==> src/rtl/l1e_pkg.sv <==
package l1e_pkg;

    localparam int PKT_W = 4;
    localparam logic [PKT_W-1:0] PKT_NONE   = 4'h0;
    localparam logic [PKT_W-1:0] PKT_L1_REQ = 4'h4;

    typedef enum logic [2:0] {
        ST_ACTIVE,
        ST_REQ,
        ST_EIDLE,
        ST_L1,
        ST_EXIT
    } l1e_state_e;

    typedef struct packed {
        logic block;
        logic eidle;
        logic l1;
        logic exit_p;
    } l1e_drive_t;

    function automatic l1e_drive_t drive_of(l1e_state_e s);
        l1e_drive_t d;
        d = '0;
        case (s)
            ST_EIDLE: begin d.block = 1'b1; d.eidle = 1'b1; end
            ST_L1:    begin d.block = 1'b1; d.eidle = 1'b1; d.l1 = 1'b1; end
            ST_EXIT:  d.exit_p = 1'b1;
            default:  d = '0;
        endcase
        return d;
    endfunction

endpackage

==> src/rtl/l1e_idle_timer.sv <==
module l1e_idle_timer #(
    parameter int CW = 16
) (
    input  logic          clk,
    input  logic          rst,
    input  logic          run,
    input  logic          idle_ok,
    input  logic [CW-1:0] limit,
    output logic          hit
);
    logic [CW-1:0] cnt;
    logic [CW:0]   cnt_inc;

    assign cnt_inc = {1'b0, cnt} + 1'b1;
    assign hit     = run && idle_ok && (cnt_inc >= {1'b0, limit});

    always_ff @(posedge clk) begin
        if (rst || !run || !idle_ok) begin
            cnt <= '0;
        end else if (cnt != '1) begin
            cnt <= cnt_inc[CW-1:0];
        end
    end
endmodule

==> src/rtl/l1e_req_pacer.sv <==
module l1e_req_pacer #(
    parameter int CW = 16
) (
    input  logic          clk,
    input  logic          rst,
    input  logic          open,
    input  logic [CW-1:0] gap_limit,
    input  logic [CW-1:0] to_limit,
    output logic          send,
    output logic          expired
);
    logic [CW-1:0] gap_cnt;
    logic [CW-1:0] age;
    logic [CW:0]   age_inc;

    assign age_inc = {1'b0, age} + 1'b1;
    assign send    = open && (gap_cnt == '0);
    assign expired = open && (age_inc >= {1'b0, to_limit});

    always_ff @(posedge clk) begin
        if (rst || !open) begin
            gap_cnt <= '0;
            age     <= '0;
        end else begin
            gap_cnt <= send ? gap_limit : gap_cnt - 1'b1;
            if (age != '1) begin
                age <= age_inc[CW-1:0];
            end
        end
    end
endmodule

==> src/rtl/l1_entry_ctrl.sv <==
module l1_entry_ctrl
    import l1e_pkg::*;
#(
    parameter int CW = 16
) (
    input  logic             clk,
    input  logic             rst,
    input  logic             link_idle,
    input  logic             tl_pending,
    input  logic [CW-1:0]    idle_limit,
    input  logic [CW-1:0]    gap_limit,
    input  logic [CW-1:0]    reply_timeout,
    input  logic             rx_ack,
    input  logic             rx_nak,
    input  logic             wake_req,
    output logic             pkt_send,
    output logic [PKT_W-1:0] pkt_type,
    output logic             tx_block,
    output logic             tx_elec_idle,
    output logic             l1_active,
    output logic             exit_req
);
    l1e_state_e state, state_nxt;
    l1e_drive_t drv;
    logic       idle_hit, send, expired;

    l1e_idle_timer #(.CW(CW)) u_idle (
        .clk     (clk),
        .rst     (rst),
        .run     (state == ST_ACTIVE),
        .idle_ok (link_idle && !tl_pending),
        .limit   (idle_limit),
        .hit     (idle_hit)
    );

    l1e_req_pacer #(.CW(CW)) u_pacer (
        .clk       (clk),
        .rst       (rst),
        .open      (state == ST_REQ),
        .gap_limit (gap_limit),
        .to_limit  (reply_timeout),
        .send      (send),
        .expired   (expired)
    );

    always_comb begin
        state_nxt = state;
        case (state)
            ST_ACTIVE: if (idle_hit) state_nxt = ST_REQ;
            ST_REQ: begin
                if (rx_nak)       state_nxt = ST_ACTIVE;
                else if (rx_ack)  state_nxt = ST_EIDLE;
                else if (expired) state_nxt = ST_ACTIVE;
            end
            ST_EIDLE:  state_nxt = ST_L1;
            ST_L1:     if (wake_req) state_nxt = ST_EXIT;
            ST_EXIT:   state_nxt = ST_ACTIVE;
            default:   state_nxt = ST_ACTIVE;
        endcase
    end

    always_ff @(posedge clk) begin
        if (rst) state <= ST_ACTIVE;
        else     state <= state_nxt;
    end

    assign drv          = drive_of(state);
    assign pkt_send     = send;
    assign pkt_type     = send ? PKT_L1_REQ : PKT_NONE;
    assign tx_block     = drv.block;
    assign tx_elec_idle = drv.eidle;
    assign l1_active    = drv.l1;
    assign exit_req     = drv.exit_p;
endmodule

==> config.mk <==
export PLATFORM = sky130hd
export DESIGN_NAME = l1_entry_ctrl
export DESIGN_NICKNAME = d
export VERILOG_FILES = /design/src/rtl/l1e_pkg.sv /design/src/rtl/l1e_idle_timer.sv /design/src/rtl/l1e_req_pacer.sv /design/src/rtl/l1_entry_ctrl.sv
export SDC_FILE = /design/constraint.sdc
export NUM_CORES = 1
export LEC_CHECK = 0
export BUFFER_PORTS_ARGS = -buffer_cell sky130_fd_sc_hd__buf_2
export CORE_MARGIN = 2
export CORE_UTILIZATION = 51
export DETAILED_ROUTE_END_ITERATION = 12
export GPL_TIMING_DRIVEN = 0
export PLACE_DENSITY = 0.77
export SYNTH_ARGS = -nofsm -noshare
export SYNTH_HDL_FRONTEND = slang
export SYNTH_HIERARCHICAL = 1
export SYNTH_SLANG_ARGS = --single-unit
==> constraint.sdc <==
create_clock -name clk -period 2.55 [get_ports clk]
set_input_delay 0.3825 -clock clk [delete_from_list [all_inputs] [get_ports clk]]
set_output_delay 0.3825 -clock clk [all_outputs]
set_load 0.05 [all_outputs]
==> summary.md <==
| Metric | Value |
|---|---|
| Critical Path End Type | register |
| Total congestion overflow | 0 |
| Initial antenna violation count | 0 |
| Max cap viols | 0 |
| Sequential power share | 57.9% |
| Data required time of the worst path | 2740 ps |
| Final WL | 7590 um |
| GP Congestion | 0.838 |
| Worst Setup EP | state[0] |
| Hold Path Depth | 2 |
| RSZ-0062 raised after global routing | yes |
| Die width | 86.8 um |
| CTS buffer count | 5 |
| Pint | 0.00105 W |
| Most common cell after layout, fill and taps aside | buf_2 |
| # clock sinks | 51 |
| RR Endpoint | state[0] |
| Fill cell count | 587 |
| Commonest non-fill, non-tap cells in the layout | buf_2, inv_1, a21oi_1, dfxtp_1 |
| Ports | 64 |
| Cells on worst reg2reg path | 15 |
| Final core utilization | 64.6% |
| Drt initial violations | 70 |
| Critical Path Start | u_pacer/age[0] |
| Avg Cell Area, Syn | 8.16 um^2 |
| Yosys reg bits | 51 |
| First-pass GRT wire length | 13000 um |
| Hold Vio Cnt, Final | 0 |
| Power Dens Cells | 317 nW/um^2 |
| Setup Skew | 10.2 ps |
| Clk root buf | clkbuf_8 |
| Seq/Total Area, Yosys | 29.2% |
| GRT Resource Usage Total | 20.8% |
| Worst skew pair latency | 310 ps |
| Syn Std Cell Area | 3490 um^2 |
| VDD IR max | 0.228 mV |
| Top_reg_cell synth | dfxtp_1 |
| Initial Util | 52.0% |
| CP max FO | 3 |
| Wire per inst | 12.7 um |
| Fin nets | 605 |
| Cell count after synthesis | 428 |
| CP startpoint kind | register |
| Final setup margin | -123 ps |
| Outcome | finished, violations left |
| Core ar. | 6720 um^2 |
| Clock slew at reported path FFs | 90 ps |
| Worst-margin pin slew | 627 ps |
| Number of global-route vias before repair | 3085 |
| Row cnt | 30 |
| Final Cell Area | 4340 um^2 |
| Max Clk Rate | 374 MHz |
| Yosys cell types | 57 |
| Number of synthesized flops with an enable pin | 0 |
| R2R Setup Slk | -120 ps |
| Largest net degree at the start of global routing | 16 |
| Synth async-reset ratio | 0% |
| Combinational Power Share | 8.5% |
| Syn. warnings | 6 |
| Routed vias | 3154 |
| Setup violators final | 1 |
| CTS Buffer Depth | 2 |
| Drt drc | 0 |
| TritonCTS clock tree | done |
| Fin crit period | 2670 ps |
| Placed instance area | 3920 um^2 |
| Fraction of layout cells with a size suffix above 1 | 30.8% |
| Drt via density | 5.29 |
| Clock share of power | 33.6% |
| Setup WS pre-CTS | -387 ps |
| Leak | 2.29 nW |
| Pre-Repair DR Iteration Count | 4 |
| Diode count | 0 |
| Slew headroom | 58.2% |
| Crit Path Class | reg -> reg |
| Antenna viol nets, final | 0 |
| Die ar. | 7530 um^2 |
| Sw power | 0.000329 W |
| # hold bufs at CTS | 0 |
| Sw frac | 23.9% |
| Failing checks | negative setup slack |
| R2R Path Start | u_pacer/age[0] |
| Worst Hold Class | in -> reg |
| Final-report max-slew violation count | 0 |
| IO buf count | 60 |
| CP arrival | 2860 ps |
| H-tree Lvls | 2 |
| Final hold slack | 282 ps |
| P&R area growth vs syn | 24.3% |
| Tcrit/Tclk final | 105% |
| Die H | 86.8 um |
| DP HPWL | 5590 um |
[power by group through the flow]
| stage | Clock (W) | Sequential (W) | Combinational (W) |
|---|---|---|---|
| floorplan | 0 | 0.000816 | 0.0000543 |
| global placement | 0 | 0.000816 | 0.000102 |
| detailed placement | 0 | 0.000816 | 0.000106 |
| CTS | 0.000475 | 0.000795 | 0.000110 |
| global route | 0.000511 | 0.000796 | 0.000132 |
| finish | 0.000462 | 0.000796 | 0.000117 |
[stage by stage]
| step | power, W | TNS, ps | cells |
|---|---|---|---|
| 2_1_floorplan | 0.000870 | 0 | 430 |
| 3_3_place_gp | 0.000918 | -294 | 570 |
| 3_5_place_dp | 0.000922 | -387 | 570 |
| 4_1_cts | 0.00138 | -94.9 | 585 |
| 5_1_grt | 0.00144 | -286 | 596 |
| 6_report | 0.00137 | -123 | 596 |
[worst min path at each step]
| stage | slack [ps] | to | from |
|---|---|---|---|
| 3_3_place_gp | 460 | u_pacer/gap_cnt[14] | u_pacer/gap_cnt[14] |
| 5_1_grt | 290 | u_pacer/gap_cnt[2] | gap_limit[2] |
| 4_1_cts | 280 | u_pacer/gap_cnt[2] | gap_limit[2] |
| 6_report | 280 | u_pacer/gap_cnt[2] | gap_limit[2] |
| 3_5_place_dp | 470 | u_pacer/gap_cnt[14] | u_pacer/gap_cnt[14] |
| 2_1_floorplan | 440 | u_pacer/gap_cnt[14] | u_pacer/gap_cnt[14] |
[repair_timing]
action	CTS	global route
endpoints found under the setup margin	2	2
resized for setup	22	23
setup buffers	7	11
pin swaps	12	15
[synthesized netlist by cell type (2+ instances only)]
library cell / n / area (um^2)
inv_1: 55 / 206
dfxtp_1: 51 / 1020
a21oi_1: 40 / 200
ha_1: 35 / 438
nor2_1: 33 / 124
nand2_1: 25 / 93.8
nor3_1: 21 / 105
xor2_1: 21 / 184
xnor2_1: 20 / 175
nand3_1: 15 / 75.1
nand4_1: 11 / 68.8
o21ai_0: 10 / 50.1
clkbuf_1: 6 / 22.5
a211oi_2: 5 / 62.6
buf_4: 5 / 37.5
nand2b_1: 5 / 31.3
buf_2: 4 / 20.0
nor3b_1: 4 / 30.0
a21o_1: 3 / 22.5
a31oi_1: 3 / 18.8
and3_1: 3 / 18.8
and4_4: 3 / 33.8
mux2i_1: 3 / 30.0
nor2b_1: 3 / 18.8
nor3_2: 3 / 30.0
or3_1: 3 / 18.8
a211oi_1: 2 / 15.0
and2_1: 2 / 12.5
and4_1: 2 / 17.5
buf_6: 2 / 22.5
nor4_1: 2 / 12.5
nor4b_2: 2 / 30.0
o41ai_1: 2 / 17.5
[critical path: stages, from the launching register on]
cell and delay [ps]:
dfxtp_4 380, ha_4 140, nand4_1 160, nor3_4 280, buf_6 160, xnor2_2 120
inv_1 70, ha_1 290, nand4_1 170, buf_4 180, nor2_1 140, o41ai_2 120
a41oi_2 170, nor3_2 50, nand2_1 70, o31ai_1 60
[cell type report]
| class | instances | area [um^2] | share of cell area, % |
|---|---|---|---|
| multi-input combinational | 307 | 2360 | 54.4 |
| sequential | 51 | 1040 | 23.9 |
| timing repair buffer | 78 | 445 | 10.3 |
| inverter | 55 | 206 | 4.76 |
| buffer | 17 | 103 | 2.36 |
| tap | 80 | 100 | 2.31 |
| clock buffer | 6 | 72.6 | 1.67 |
| clock inverter | 2 | 12.5 | 0.288 |
[sequential cells by signal, summed over array words and instances, names as in the netlist]
name,flops
state,3
u_idle/cnt,16
u_pacer/age,16
u_pacer/gap_cnt,16
[cells by family (layout without fill, tap and decap cells)]
group / count (synthesis) / after routing / share of synthesized area [%]
DFF: 51 / 51 / 29.2
muxes: 3 / 3 / 0.860
and+or+nand+nor: 150 / 150 / 24.6
other: 1 / 3 / 0.107
xor gates and xnor gates: 41 / 41 / 10.3
buffers and inverters: 72 / 158 / 8.85
AOI/OAI and AO/OA: 75 / 75 / 13.5
adders and majority gates: 35 / 35 / 12.5
[metal layers]
layer | track usage (%) | up-vias | wire, um
met5 | 0 | - | 0
met4 | 5.40 | 0 | 85
met3 | 3.71 | 12 | 241
met2 | 38.0 | 50 | 3940
met1 | 25.1 | 1457 | 3330
li1 | - | 1635 | -
Note: power is estimated with default switching activity, not from simulation.
